File: config.mk
export PLATFORM = sky130hd
export DESIGN_NAME = rr_merge_unit
export DESIGN_NICKNAME = d
export VERILOG_FILES = /design/src/rtl/merge_pkg.sv /design/src/rtl/merge_rr_probe.sv /design/src/rtl/merge_min_pick.sv /design/src/rtl/merge_out_stage.sv /design/src/rtl/rr_merge_unit.sv
export SDC_FILE = /design/constraint.sdc
export NUM_CORES = 1
export LEC_CHECK = 0
export BUFFER_PORTS_ARGS = -buffer_cell sky130_fd_sc_hd__buf_2
export CORE_UTILIZATION = 40
export DETAILED_ROUTE_END_ITERATION = 16
export PLACE_DENSITY = 0.66
export REMOVE_ABC_BUFFERS = 1
export SYNTH_ARGS = -nofsm -noshare
export SYNTH_HDL_FRONTEND = slang
export SYNTH_SLANG_ARGS = --single-unit
export TNS_END_PERCENT = 100
File: constraint.sdc
create_clock -name clk -period 8.07 [get_ports clk]
set_clock_uncertainty 0.05 [all_clocks]
set_input_delay 1.614 -clock clk [delete_from_list [all_inputs] [get_ports clk]]
set_output_delay 1.614 -clock clk [all_outputs]
set_load 0.01 [all_outputs]
File: src/rtl/merge_pkg.sv
package merge_pkg;

    typedef enum logic [1:0] {
        MRG_IDLE   = 2'd0,
        MRG_ACCUM  = 2'd1,
        MRG_STREAM = 2'd2,
        MRG_FLUSH  = 2'd3
    } mrg_state_t;

endpackage

File: src/rtl/merge_rr_probe.sv
module merge_rr_probe #(
    parameter int W     = 4,
    parameter int TAG_W = 8
) (
    input  logic [TAG_W-1:0]   expected,
    input  logic [W-1:0]       top_valid,
    input  logic [W*TAG_W-1:0] top_tag,
    output logic               hit,
    output logic [$clog2(W)-1:0] idx
);
    localparam int IW = $clog2(W);

    logic [TAG_W-1:0] head;

    // The wanted tag can only live in the sorter named by its low bits.
    assign idx  = expected[IW-1:0];
    assign head = top_tag[idx*TAG_W +: TAG_W];
    assign hit  = top_valid[idx] && (head == expected);

endmodule

File: src/rtl/merge_min_pick.sv
module merge_min_pick #(
    parameter int W     = 4,
    parameter int TAG_W = 8
) (
    input  logic [W-1:0]         top_valid,
    input  logic [W*TAG_W-1:0]   top_tag,
    output logic                 any,
    output logic [$clog2(W)-1:0] idx
);
    localparam int IW = $clog2(W);

    logic             cv [W+1];
    logic [TAG_W-1:0] ct [W+1];
    logic [IW-1:0]    ci [W+1];

    assign cv[0] = 1'b0;
    assign ct[0] = '0;
    assign ci[0] = '0;

    // Linear chain: strict less-than keeps the lower index on equal tags.
    for (genvar g = 0; g < W; g++) begin : g_stage
        logic             better;
        logic [TAG_W-1:0] tg;
        assign tg       = top_tag[g*TAG_W +: TAG_W];
        assign better   = top_valid[g] && (!cv[g] || (tg < ct[g]));
        assign cv[g+1]  = cv[g] || top_valid[g];
        assign ct[g+1]  = better ? tg : ct[g];
        assign ci[g+1]  = better ? IW'(g) : ci[g];
    end

    assign any = cv[W];
    assign idx = ci[W];

endmodule

File: src/rtl/merge_out_stage.sv
module merge_out_stage #(
    parameter int TAG_W  = 8,
    parameter int DATA_W = 8
) (
    input  logic              clk,
    input  logic              rst_n,
    input  logic              load,
    input  logic              advance,
    input  logic [TAG_W-1:0]  in_tag,
    input  logic [DATA_W-1:0] in_data,
    output logic              q_valid,
    output logic [TAG_W-1:0]  q_tag,
    output logic [DATA_W-1:0] q_data
);

    always_ff @(posedge clk or negedge rst_n) begin
        if (!rst_n) begin
            q_valid <= 1'b0;
            q_tag   <= '0;
            q_data  <= '0;
        end else if (advance) begin
            q_valid <= load;
            if (load) begin
                q_tag  <= in_tag;
                q_data <= in_data;
            end
        end
    end

endmodule

File: src/rtl/rr_merge_unit.sv
module rr_merge_unit
    import merge_pkg::*;
#(
    parameter int W      = 4,
    parameter int TAG_W  = 8,
    parameter int DATA_W = 8,
    parameter int CNT_W  = 6
) (
    input  logic                clk,
    input  logic                rst_n,
    input  logic                start,
    input  logic [TAG_W-1:0]    base_tag,
    input  logic [CNT_W-1:0]    accum_thresh,
    input  logic [CNT_W-1:0]    stored_count,
    input  logic                flush,
    input  logic [W-1:0]        top_valid,
    input  logic [W*TAG_W-1:0]  top_tag,
    input  logic [W*DATA_W-1:0] top_data,
    output logic [W-1:0]        del_o,
    output logic                out_valid,
    output logic [TAG_W-1:0]    out_tag,
    output logic [DATA_W-1:0]   out_data,
    input  logic                out_ready
);
    localparam int IW = $clog2(W);

    mrg_state_t       state_q, state_d;
    logic [TAG_W-1:0] expect_q;

    logic             rr_hit;
    logic [IW-1:0]    rr_idx;
    logic             mn_any;
    logic [IW-1:0]    mn_idx;

    logic             take;
    logic [IW-1:0]    sel;
    logic [TAG_W-1:0] sel_tag;
    logic [DATA_W-1:0] sel_data;

    merge_rr_probe #(.W(W), .TAG_W(TAG_W)) u_probe (
        .expected  (expect_q),
        .top_valid (top_valid),
        .top_tag   (top_tag),
        .hit       (rr_hit),
        .idx       (rr_idx)
    );

    merge_min_pick #(.W(W), .TAG_W(TAG_W)) u_minpick (
        .top_valid (top_valid),
        .top_tag   (top_tag),
        .any       (mn_any),
        .idx       (mn_idx)
    );

    // State register
    always_ff @(posedge clk or negedge rst_n) begin
        if (!rst_n) state_q <= MRG_IDLE;
        else        state_q <= state_d;
    end

    // Transitions
    always_comb begin
        state_d = state_q;
        unique case (state_q)
            MRG_IDLE:   if (start) state_d = MRG_ACCUM;
            MRG_ACCUM: begin
                if (flush)                             state_d = MRG_FLUSH;
                else if (stored_count >= accum_thresh) state_d = MRG_STREAM;
            end
            MRG_STREAM: if (flush)  state_d = MRG_FLUSH;
            MRG_FLUSH:  if (!flush) state_d = MRG_STREAM;
        endcase
    end

    // Per-state outputs: which head is taken this cycle
    always_comb begin
        take = 1'b0;
        sel  = '0;
        unique case (state_q)
            MRG_IDLE, MRG_ACCUM: begin
                take = 1'b0;
                sel  = '0;
            end
            MRG_STREAM: begin
                take = rr_hit && out_ready;
                sel  = rr_idx;
            end
            MRG_FLUSH: begin
                take = mn_any && out_ready;
                sel  = mn_idx;
            end
        endcase
    end

    assign sel_tag  = top_tag[sel*TAG_W +: TAG_W];
    assign sel_data = top_data[sel*DATA_W +: DATA_W];
    assign del_o    = take ? ({{(W-1){1'b0}}, 1'b1} << sel) : '0;

    // Wanted tag: loaded on start, then one past whatever was emitted.
    always_ff @(posedge clk or negedge rst_n) begin
        if (!rst_n)
            expect_q <= '0;
        else if (state_q == MRG_IDLE && start)
            expect_q <= base_tag;
        else if (take)
            expect_q <= sel_tag + 1'b1;
    end

    merge_out_stage #(.TAG_W(TAG_W), .DATA_W(DATA_W)) u_out (
        .clk     (clk),
        .rst_n   (rst_n),
        .load    (take),
        .advance (out_ready),
        .in_tag  (sel_tag),
        .in_data (sel_data),
        .q_valid (out_valid),
        .q_tag   (out_tag),
        .q_data  (out_data)
    );

endmodule

=== After elaboration in Yosys (flattened, before gate mapping) ===
Cells that the tools add are included.

* Mux-type cells: 19
* Shift-type cells: 4
* Add/sub/neg operators: 1
* Order comparisons: 5
* Eq/ne operators: 8
* Reductions and logical operators: 21

{| class="wikitable"
|+ Operator list
! kind !! number
|-
| 32-bit by 6-bit variable part select with 8-bit output || 3
|-
| 8-bit 2-to-1 mux || 5
|-
| 8-bit < comparator || 3
|-
| 2-bit 2-to-1 mux || 7
|-
| 8-bit by 1-bit adder with 8-bit output (second input constant) || 1
|-
| 8-bit == test || 1
|-
| 2-bit one-hot mux with 4 select lines || 1
|-
| 1-bit logical AND || 7
|-
| 6-bit >= comparator || 1
|-
| 1-bit logical OR || 6
|-
| 2-bit inequality test (second input constant) || 3
|-
| 2-bit one-hot mux with 3 select lines || 1
|-
| 2-bit == test (second input constant) || 2
|-
| 4-bit 2-to-1 mux || 1
|-
| 4-bit AND reduction || 1
|-
| 1-bit by 2-bit << shifter with 4-bit output (first input constant) || 1
|-
| 1-bit logical NOT || 3
|-
| 2-bit by 3-bit < comparator with 1-bit output (second input constant) || 1
|-
| 3-bit inequality test (second input constant) || 1
|-
| 1-bit one-hot mux with 3 select lines || 1
|-
| 1-bit binary-select mux with 2-bit select || 1
|-
| 2-bit by 1-bit == test with 1-bit output (second input constant) || 1
|-
| 2-bit logical NOT || 1
|-
| 1-bit 2-to-1 mux || 2
|-
| other kinds (3) || 3
|}

* Flip-flop bits (word level): 27
* Output and inout port bits: 21
* Input port bits: 93
* Word-level logic and storage cells: 63

=== Longest topological paths before layout ===
Gate-level depths: netlist of run 1.

* Depth after elaboration: 18
* Depth in mapped cells: 32
* Depth with buffers taken out: 28

=== Modules after synthesis ===
From an unflattened synthesis of run 1, not the netlist that was laid out.

* Cells, all modules: 327
* Area, all modules: 3255.6 um2

{| class="wikitable"
|+ Modules (own cells, without submodules)
! module !! times used !! seq. area each (um2) !! area each (um2) !! cells an instance
|-
| rr_merge_unit || 1 || 250.2 || 1338.8 || 144
|-
| merge_min_pick || 1 || 0.0 || 922.1 || 120
|-
| merge_out_stage || 1 || 425.4 || 674.4 || 37
|-
| merge_rr_probe || 1 || 0.0 || 320.3 || 26
|}

=== Least setup slack after synthesis of run 1 ===
OpenSTA, ideal clock, no wires.

* Path kind: input to output
* Start: input top_valid[0]
* End: output del_o[2]
* Setup slack: -0.580 ns
* Required time: 6.406 ns
* Cell stages on the path: 28
* Arrival: 6.986 ns
* Buffers on the path: 5
* Path through: clkbuf_1 > nand2_1 > ha_1 > nor4bb_1 > o311ai_2 > a21oi_1 > clkbuf_1 > o21ai_0 > o31a_1 > ha_1 > a21o_1 > a21oi_1 > o21ai_0 > a211oi_1 > a221oi_4 > clkbuf_1 > nand2_1 > o21ai_0 > ha_1 > a21oi_1 > nand2_1 > a221oi_1 > o21ai_1 > nand4_1 > o211ai_2 > clkbuf_1 > clkbuf_1 > nor3_1

* Longest elaborated chain between the ends: 16
* Elaborated cells on any way between the ends: 30
* Those cells by class: order compare (3); shift (1); mux (11); reduce/logical (15)

{| class="wikitable"
|+ Ends and longest elaborated chain
! what !! line !! RTL
|-
| start: declaration || rr_merge_unit.sv:16 || <nowiki>input logic [W-1:0] top_valid,</nowiki>
|-
| 8-bit 2-to-1 mux || merge_min_pick.sv:27 || <nowiki>assign ct[g+1] = better ? tg : ct[g];</nowiki>
|-
| 8-bit < comparator || merge_min_pick.sv:25 || <nowiki>assign better = top_valid[g] && (!cv[g] || (tg < ct[g]));</nowiki>
|-
| 1-bit logical OR || merge_min_pick.sv:25 ||
|-
| 1-bit logical AND || merge_min_pick.sv:25 ||
|-
| 8-bit 2-to-1 mux || merge_min_pick.sv:27 ||
|-
| 8-bit < comparator || merge_min_pick.sv:25 ||
|-
| 1-bit logical OR || merge_min_pick.sv:25 ||
|-
| 1-bit logical AND || merge_min_pick.sv:25 ||
|-
| 8-bit 2-to-1 mux || merge_min_pick.sv:27 ||
|-
| 8-bit < comparator || merge_min_pick.sv:25 ||
|-
| 1-bit logical OR || merge_min_pick.sv:25 ||
|-
| 1-bit logical AND || merge_min_pick.sv:25 ||
|-
| 2-bit 2-to-1 mux || merge_min_pick.sv:28 || <nowiki>assign ci[g+1] = better ? IW'(g) : ci[g];</nowiki>
|-
| 2-bit one-hot mux with 3 select lines || rr_merge_unit.sv:79 || <nowiki>unique case (state_q)</nowiki>
|-
| 1-bit by 2-bit << shifter with 4-bit output || rr_merge_unit.sv:97 || <nowiki>assign del_o = take ? ({{(W-1){1'b0}}, 1'b1} << sel) : '0;</nowiki>
|-
| 4-bit 2-to-1 mux * || rr_merge_unit.sv:97 ||
|-
| end: declaration || rr_merge_unit.sv:19 || <nowiki>output logic [W-1:0] del_o,</nowiki>
|}

Mark *: on every way between the ends. The rest lies on a longest branch, timed or not. The select of a mux whose other input is x is not followed.

=== Final worst setup path of run 1 ===
Same ends and word-level chain as after synthesis.

==> results of run 1 <==
==> metal layers <==
metal / GRT usage, % / vias up / share of wire [%]
li1: - / 1612 / -
met1: 33.0 / 1524 / 44
met2: 43.6 / 97 / 49
met3: 1.60 / 12 / 5.7
met4: 5.28 / 0 / 1.4
met5: 0 / - / 0
==> report_power, final <==
group	internal, mW	switching, mW
registers	0.193	0.0533
clock network	0.0355	0.0430
logic	0.279	0.296
==> registers in the layout, summed over array words and instances (netlist names) <==
signal	count
expect_q	8
state_q	2
u_out.q_data	8
u_out.q_tag	8
u_out.q_valid	1
==> cell usage after synthesis (3+ instances only) <==
cell type,number,area (um2)
mux2_2,4,45.0
nand2b_1,3,18.8
mux4_2,13,293
xor2_1,6,52.6
nand4_1,5,31.3
o21ai_0,29,145
o21ai_1,12,60.1
nor2_1,38,143
a21o_1,7,52.6
inv_1,13,48.8
mux2i_1,3,30.0
ha_1,28,350
o21a_1,3,22.5
o211ai_1,3,22.5
clkbuf_1,14,52.6
o31a_1,7,61.3
a22oi_1,8,60.1
o211ai_2,4,50.1
nand3_1,18,90.1
nand3b_1,4,30.0
xnor2_1,3,26.3
a21oi_1,7,35.0
nand2_1,63,236
nor2b_1,3,18.8
dfrtp_1,27,676
or4_1,3,22.5
==> cell families (layout without fill, tap and decap cells) <==
kind of cell | after synthesis | after routing | share of synthesized area [%]
compound gates | 97 | 97 | 22.7
xor+xnor | 9 | 9 | 2.66
fa+ha+maj | 28 | 28 | 11.8
buf+inv | 30 | 173 | 4.05
flops | 27 | 27 | 22.8
mux | 21 | 21 | 12.9
simple gates | 147 | 147 | 23.0
==> critical path, cell delays in order <==
cell and delay (ns):
buf_6 0.11, nand2_1 0.10, ha_1 0.30, nand2_2 0.07
o311ai_4 0.26, a21oi_2 0.14, buf_2 0.17, buf_4 0.14
o31a_1 0.31, ha_4 0.28, nand3_2 0.08, a21oi_2 0.12
o211ai_2 0.12, a221oi_4 0.34, buf_6 0.16, o21ai_0 0.08
ha_1 0.31, o21a_1 0.12, o21a_1 0.10, o21ai_0 0.10
a31oi_2 0.27, nand3_1 0.10, mux2_4 0.29, and2_4 0.17
nor3_2 0.14, buf_2 0.15
==> final cells by class <==
type                       instances  share of cell area, %
clock buffer                       4                   1.09
sequential                        27                   16.4
timing repair buffer             156                   22.0
tap                               99                   3.01
inverter                          13                   1.19
multi-input combinational        302                   56.3
==> stage by stage <==
stage | setup slack [ns] | std cells
finish | 0.266 | 601
global route | -0.0217 | 601
CTS | 0.000794 | 596
detailed placement | -0.177 | 592
global placement | -0.111 | 592
floorplan | -0.00345 | 342
==> worst max path at each step <==
stage,from,to
after floorplan,top_tag[1],del_o[2]
after global placement,top_valid[0],del_o[2]
after detailed placement,top_valid[0],del_o[2]
after CTS,top_valid[0],del_o[2]
after global routing,top_valid[0],del_o[2]
final,top_valid[0],del_o[2]
==> timing repair <==
action | in CTS | in global routing
gates resized for setup | 5 | 26
hold endpoints to repair | 0 | 0
cloned | 0 | 1
setup endpoints to repair | 4 | 4
pin swaps | 1 | 11
buffers inserted | 0 | 4
==> metrics.txt, run 1 <==
global-route usage over all layers=24.6%; fmax=128 MHz; number of hold buffers added after cts=0; Period Utilization, post-route=96.7%; endpoint arrival time on the critical path=6.14 ns; Startpoint Class=input pin; Hold WS=0.424 ns; Root Buffer=clkbuf_8; number of clock sinks seen by CTS=27; ys async rst share=100%; worst-case vdd ir drop=0.0715 mV; flip-flop and latch count after synthesis=27; level count of the clock H-tree=1; Die Width=88.1 um; final antenna-violating net count=0; area growth from synthesis to layout=38.8%; maximum net fanout on the critical path=9; Total Neg Setup Slack=0 ns; global-route wire length before repair=14.9 mm; area of the core=0.00721 mm2; placer congestion estimate=0.944; critical path capture point type=primary output; Layout Cell Area excl Fill=0.00412 mm2; sequential element share of the synthesized area=22.8%; Max Slew Vio Count=0; clock network latency to the later pin of the worst-skew pair=0.28 ns; Initial Util=41.1%; syn avg cell area=8.26 um2; CTS tree=yes; sum of overflow across all layers after global routing=0; average wire length per cell after detail routing=15.7 um; clock transition at the registers of the reported paths=0.09 ns; total I/O pin count=114; Antenna diodes=0; Worst Tran Pin Value=0.636 ns; summed instance area of the synthesized netlist=0.00296 mm2; worst min-delay path endpoint=u_out.q_tag[6]; Crit path required time=6.41 ns; layout cells sized above 1=41.0%; worst hold stages=2; Rows=31; fill count=685; library cells used by synthesis=53; final number of hold-violating endpoints=0; Final Routed Wirelength=9.45 mm; drt first-iter violations=142; result of the run=completed; FF/Latch Area=676 um2; Synth warnings=0; router iterations before antenna repair=4; FF-to-FF path depth=10; CTS buffer count=3; number of flops mapped to enable cells by yosys=0; Hold Crit Class=reg -> reg; remaining routing DRC violations=0; Overall Power=0.899 mW; FF-to-FF Start=expect_q[1]; most common library cell in the layout ignoring fill and taps=buf_2; number of port buffers=113; placed cell areas=0.00387 mm2; Via density=5.40; Pwr per Cell Area=219 mW/mm2; crit path kind=in -> out; Final Setup Violations=0; Die Outline Area=0.00776 mm2; worst flop-to-flop path endpoint=expect_q[7]; hold path startpoint=u_out.q_tag[6]; Mapped Cells=359; area occupied by multi-input gates=0.00232 mm2; worst max-slew margin expressed relative to the limit=57.5%; die height=88.1 um; sum of net half-perimeters after detailed placement=7.62 mm; total via count after detailed routing=3245; most instantiated flip-flop cell in the synthesis netlist=dfrtp_1; max-capacitance violation count=0; largest net degree at the start of global routing=32; via count of the first global-routing pass=3089; final core utilization=57.0%; clk buf depth=2; register-to-register path setup slack=4.94 ns; initial antenna violation count=0; minimum clock period after layout=7.80 ns; final net count=624; highest-count cells in the layout ignoring fill and taps=113 x buf_2, 61 x nand2_1, 39 x buf_4, 38 x nor2_1, 27 x dfrtp_1; Leak=1.99 nW
No activity file was read; power rests on OpenSTA's default activity.
==> inputs of run 2 (changes only) <==
BUFFER_PORTS_ARGS = not set   (was -buffer_cell sky130_fd_sc_hd__buf_2)
CORE_ASPECT_RATIO = 0.6   (was not set)
CORE_UTILIZATION = 25   (was 40)
DONT_BUFFER_PORTS = 1   (was not set)
PLACE_DENSITY = 0.36   (was 0.66)
==> run 2 against run 1 <==
Net effect:
- combinational power shrank 17%
- global-route usage is 8.6 points lower
- setup slack lost 0.028 ns
- core utilization fell by 27 points
- total power shrank 2.9%
- sequential share of layout area rose by 3.3 points
- routed wire length increased by 5.1%
- sequential power increased by 13%
- first-iteration DRC count fell by 1.4%
- maximum frequency shrank 0.35%
- worst hold slack improved by 0.077 ns
==> metrics.txt, run 2 (same netlist as run 1, synthesis figures left out) <==
die height=86.3 um; share of power burned in the clock network=13.3%; Period Utilization, post-route=97.0%; level count of the clock H-tree=1; Internal Pwr Total=0.484 mW; placed cell areas=0.00319 mm2; area growth from synthesis to layout=15.8%; highest-count cells in the layout ignoring fill and taps=62 x nand2_1, 37 x nor2_1, 27 x dfrtp_1, 26 x o21ai_0, 26 x ha_1; NetSw=0.390 mW; final number of hold-violating endpoints=0; Via density=5.17; drt first-iter violations=140; Overall Power=0.873 mW; clk buf depth=2; Die Width=143 um; clock network latency to the later pin of the worst-skew pair=0.27 ns; via count of the first global-routing pass=2472; Layout Cell Area excl Fill=0.00343 mm2; Startpoint Class=input pin; Initial Util=26.0%; number of port buffers=0; worst min-delay path endpoint=expect_q[6]; number of hold buffers added after cts=0; area of the core=0.0114 mm2; Antenna diodes=0; average wire length per cell after detail routing=18.9 um; Die Outline Area=0.0123 mm2; initial antenna violation count=0; leading registers by flop count=expect_q (8), u_out.q_data (8), u_out.q_tag (8); hold path startpoint=expect_q[6]; slowest cell on the critical path=ha_2; remaining routing DRC violations=0; fraction of power spent switching nets=44.6%; CTS buffer count=3; critical path capture point type=primary output; global-route usage over all layers=16.0%; clock transition at the registers of the reported paths=0.07 ns; largest net degree at the start of global routing=33; layout cells sized above 1=17.3%; CTS tree=yes; Leak=1.43 nW; max-capacitance violation count=0; final net count=487; sum of overflow across all layers after global routing=0; Final Routed Wirelength=9.93 mm; sum of net half-perimeters after detailed placement=8.30 mm; Worst Tran Pin Value=0.645 ns; global-route wire length before repair=14.8 mm; router iterations before antenna repair=5; FF-to-FF Start=expect_q[1]; Crit path required time=6.41 ns; Root Buffer=clkbuf_16; FF-to-FF path depth=11; worst-case vdd ir drop=0.0910 mV; combinational power share=54.7%; total I/O pin count=114; Pwr per Cell Area=254 mW/mm2; Setup Slack @ Placement=-0.0491 ns; worst path setup slack after routing=0.239 ns; number of clock sinks seen by CTS=27; Max Slew Vio Count=0; result of the run=completed; total via count after detailed routing=2716; final antenna-violating net count=0; fmax=128 MHz; Crit path buffers/inverters=4; Rows=30; crit path kind=in -> out; minimum clock period after layout=7.83 ns; maximum net fanout on the critical path=10; most common library cell in the layout ignoring fill and taps=nand2_1; Hold Crit Class=reg -> reg; sequential power share=32.0%; kind of cell with the highest combined delay on the critical path=compound AO/OA/AOI/OAI gates; worst max-slew margin expressed relative to the limit=56.8%; endpoint arrival time on the critical path=6.17 ns; worst hold stages=2; CP peak stage delay=0.33 ns; placer congestion estimate=0.765; Final Setup Violations=0; register-to-register path setup slack=4.53 ns; worst flop-to-flop path endpoint=expect_q[7]
==> run 2: cell count changes in the layout (fill, tap and decap cells not counted), sizes merged <==
cell and change:
buf -137
==> run 2: how the worst max path moves through the flow <==
| stage | startpoint | end | cells past startpoint |
|---|---|---|---|
| after global routing | top_tag[1] | del_o[2] | 27 |
| after floorplan | top_tag[1] | del_o[2] | 23 |
| final | top_tag[1] | del_o[2] | 25 |
| after detailed placement | top_tag[5] | del_o[2] | 25 |
| after global placement | top_tag[3] | del_o[2] | 24 |
| after CTS | top_tag[5] | del_o[2] | 27 |
==> run 2: final cells by class <==
type / instances / area (um2)
timing repair buffer: 19 / 150
clock buffer: 4 / 78.8
inverter: 13 / 48.8
fill: 1245 / 7980
tap: 160 / 200
multi-input combinational: 302 / 2280
sequential: 27 / 676
==> run 2: what timing repair did <==
| action | 4_1_cts | 5_1_grt |
|---|---|---|
| gates resized for setup | 2 | 21 |
| setup endpoints to repair | 2 | 4 |
| setup buffers | 3 | 3 |
| pin swaps | 1 | 8 |
==> run 2: tightest hold or removal path: stages, from the launching register on <==
cell and delay, ns:
dfrtp_1 0.37, a22oi_1 0.07, o211ai_1 0.08
==> run 2: per-layer routing <==
metal / routed length [um] / vias to the layer above / global-route usage, %
li1: - / 1333 / -
met1: 4970 / 1285 / 24.2
met2: 4000 / 92 / 22.1
met3: 910 / 6 / 5.97
met4: 52 / 0 / 0.978
met5: 0 / - / 0
==> run 2: power by group through the flow <==
stage | registers [mW] | clock network (mW) | logic (mW)
2_1_floorplan | 0.259 | 0 | 0.335
3_3_place_gp | 0.287 | 0 | 0.454
3_5_place_dp | 0.287 | 0 | 0.452
4_1_cts | 0.285 | 0.121 | 0.461
5_1_grt | 0.292 | 0.126 | 0.531
6_report | 0.279 | 0.116 | 0.478
==> run 2: per-stage QoR <==
step                util (%)  instances  hold slack [ns]  TNS (ns)
finish                  30.1        525            0.501         0
global route            30.1        525            0.525   -0.0496
CTS                     28.9        522            0.504         0
detailed placement      28.0        515            0.487   -0.0969
global placement        28.0        515            0.471         0
floorplan                  -        342            0.448  -0.00691
==> inputs of run 3 (changes only) <==
ABC_AREA = 1   (was not set)
==> run 3 against run 2 <==
Net effect:
- sequential power down 11%
- register-to-register slack better by 0.15 ns
- clock-buffer cell count unchanged
- combinational power down 11%
- global-route usage up 1.6 points
- core utilization down 1.8 points
- flip-flop and latch count unchanged
- total power down 9.6%
- final cell count up 22%
- routed wire length up 11%
- non-clock buffer count down 17
- critical path type unchanged
- largest power group unchanged
==> metrics.txt, run 3 <==
Period Utilization, post-route=93.3%; number of flops mapped to enable cells by yosys=0; Final Setup Violations=0; worst-case vdd ir drop=0.0894 mV; CTS tree=yes; Final Routed Wirelength=11.0 mm; Hold WS=0.493 ns; fill count=1334; CP peak stage delay=0.31 ns; most area-consuming cells after synthesis=nand2_1 23%, dfrtp_1 22%, ha_1 11%, inv_1 6.0%, o21ai_0 5.2%; die height=88.0 um; CTS buffer count=3; Leak=1.66 nW; largest area contributor in the synthesized netlist=nand2_1; number of clock sinks seen by CTS=27; sum of net half-perimeters after detailed placement=9.26 mm; final antenna-violating net count=0; origin of the worst setup path=top_tag[7]; sum of overflow across all layers after global routing=0; most common library cell in the layout ignoring fill and taps=nand2_1; Most Frequent Cell on Critical Path=nand2_1; library cell with the highest instance count after synthesis=nand2_1; Die Outline Area=0.0128 mm2; average wire length per cell after detail routing=17.3 um; placer congestion estimate=0.827; critical path capture point type=primary output; Total Neg Setup Slack=0 ns; Antenna diodes=0; crit path kind=in -> out; layout cells sized above 1=6.90%; FF-to-FF Start=expect_q[0]; syn avg cell area=6.32 um2; minimum clock period after layout=7.53 ns; Rows=30; global-route usage over all layers=17.6%; flip-flop and latch count after synthesis=27; area of the core=0.0116 mm2; leading registers by flop count=expect_q (8), u_out.q_data (8), u_out.q_tag (8); final core utilization=28.3%; highest metal used=met4; endpoint arrival time on the critical path=5.87 ns; library cells used by synthesis=43; hold path startpoint=expect_q[4]; Crit path required time=6.41 ns; Hold Crit Class=reg -> reg; clk buf depth=2; Max Slew Vio Count=0; number of port buffers=0; sequential element share of the synthesized area=21.9%; Startpoint Class=input pin; Crit path buffers/inverters=2; fmax=133 MHz; Placed Cells incl. Taps=634; filler-free cell count of the finished design=638; routed length on met2=4.12 mm; area growth from synthesis to layout=6.91%; highest-count cells in the layout ignoring fill and taps=187 x nand2_1, 49 x inv_1, 31 x o21ai_0, 30 x nand3_1; router iterations before antenna repair=5; number of hold buffers added after cts=0; final net count=600; remaining routing DRC violations=0; Worst Tran Pin Value=0.772 ns; worst path setup slack after routing=0.539 ns; total length of routed met3 wires=1.02 mm; Setup Slack @ Placement=0.460 ns; maximum net fanout on the critical path=17; Synth warnings=0; worst max-slew margin expressed relative to the limit=48.5%; clock network latency to the later pin of the worst-skew pair=0.27 ns; portion of synthesized cell area occupied by the leading cell type=22.8%; level count of the clock H-tree=1; largest net degree at the start of global routing=28; Via density=4.90; Die Width=145 um; wl on met1=5.86 mm; total I/O pin count=114; Initial Util=26.5%; summed instance area of the synthesized netlist=0.00308 mm2; final number of hold-violating endpoints=0; kind of cell with the highest combined delay on the critical path=simple AND/OR/NAND/NOR gates; max-capacitance violation count=0; clock transition at the registers of the reported paths=0.07 ns; total via count after detailed routing=3128; drt first-iter violations=238; register-to-register path setup slack=4.68 ns; via count of the first global-routing pass=2994; Root Buffer=clkbuf_16; most instantiated flip-flop cell in the synthesis netlist=dfrtp_1; result of the run=completed; most frequent cells after synthesis=187 x nand2_1, 49 x inv_1, 32 x o21ai_0; global-route wire length before repair=17.3 mm; slowest cell on the critical path=ha_1; unrepaired setup endpoints after global routing=no; initial antenna violation count=0; ys async rst share=100%; Pwr per Cell Area=240 mW/mm2; Mapped Cells=487
==> run 3: cell count changes after synthesis, sizes merged, moves of 5 or more <==
cell / previous run / this run
a21o: 7 / 0
o31a: 7 / 0
nand3: 18 / 32
nand2: 64 / 203
nor2: 38 / 32
o211ai: 7 / 2
a21oi: 7 / 17
mux4: 13 / 0
mux2: 5 / 0
inv: 13 / 51
==> run 3: area by class of cell <==
type / count / area, um2 / area share (%)
Clock buffer: 4 / 78.8 / 2.39
Inverter: 51 / 191 / 5.82
Multi-Input combinational cell: 394 / 2130 / 64.7
Sequential cell: 27 / 676 / 20.5
Tap cell: 160 / 200 / 6.08
Timing Repair Buffer: 2 / 15.0 / 0.456
==> run 3: final timing paths <==
kind,to,cells after the start
min in group asynchronous,u_out.q_data[6],0
worst max-delay path,del_o[0],32
worst min-delay path,expect_q[4],2
worst max register to register,u_out.q_tag[2],12
worst min register to register,expect_q[4],2
max in group asynchronous,expect_q[5],0
==> run 3: cell families after synthesis <==
kind of cell	synth area share (%)
and+or+nand+nor	39.7
buffers and inverters	8.86
adders and majority gates	11.4
DFF	21.9
AOI/OAI and AO/OA	17.2
xor gates and xnor gates	0.853
==> run 3: repair_timing <==
action	4_1_cts	5_1_grt
setup buffers	0	0
endpoints found under the setup margin	0	1
resized for setup	0	1
==> run 3: worst register-to-register path: cells and delay by family, from the launching register on <==
| family | cells | cell delay [ns] |
|---|---|---|
| AO/OA/AOI/OAI | 5 | 1.14 |
| buffers and inverters | 4 | 1.30 |
| flip-flops | 1 | 0.36 |
| AND/OR/NAND/NOR | 3 | 0.39 |
==> run 3: stage by stage <==
stage / power (mW) / area, um2
global route: 0.878 / 3290
floorplan: 0.557 / 3000
finish: 0.790 / 3290
detailed placement: 0.678 / 3210
global placement: 0.676 / 3210
CTS: 0.802 / 3290
==> run 3: report_power, final <==
part           internal [mW]  switching [mW]  leakage (nW)
registers              0.188          0.0606         0.326
clock network         0.0678          0.0486        0.0382
logic                  0.148           0.277          1.30
==> run 3: routing by layer <==
layer | vias up | global-route usage, %
met5 | - | 0
met2 | 128 | 24.7
met1 | 1412 | 27.0
met4 | 0 | 0.574
li1 | 1586 | -
met3 | 2 | 5.47
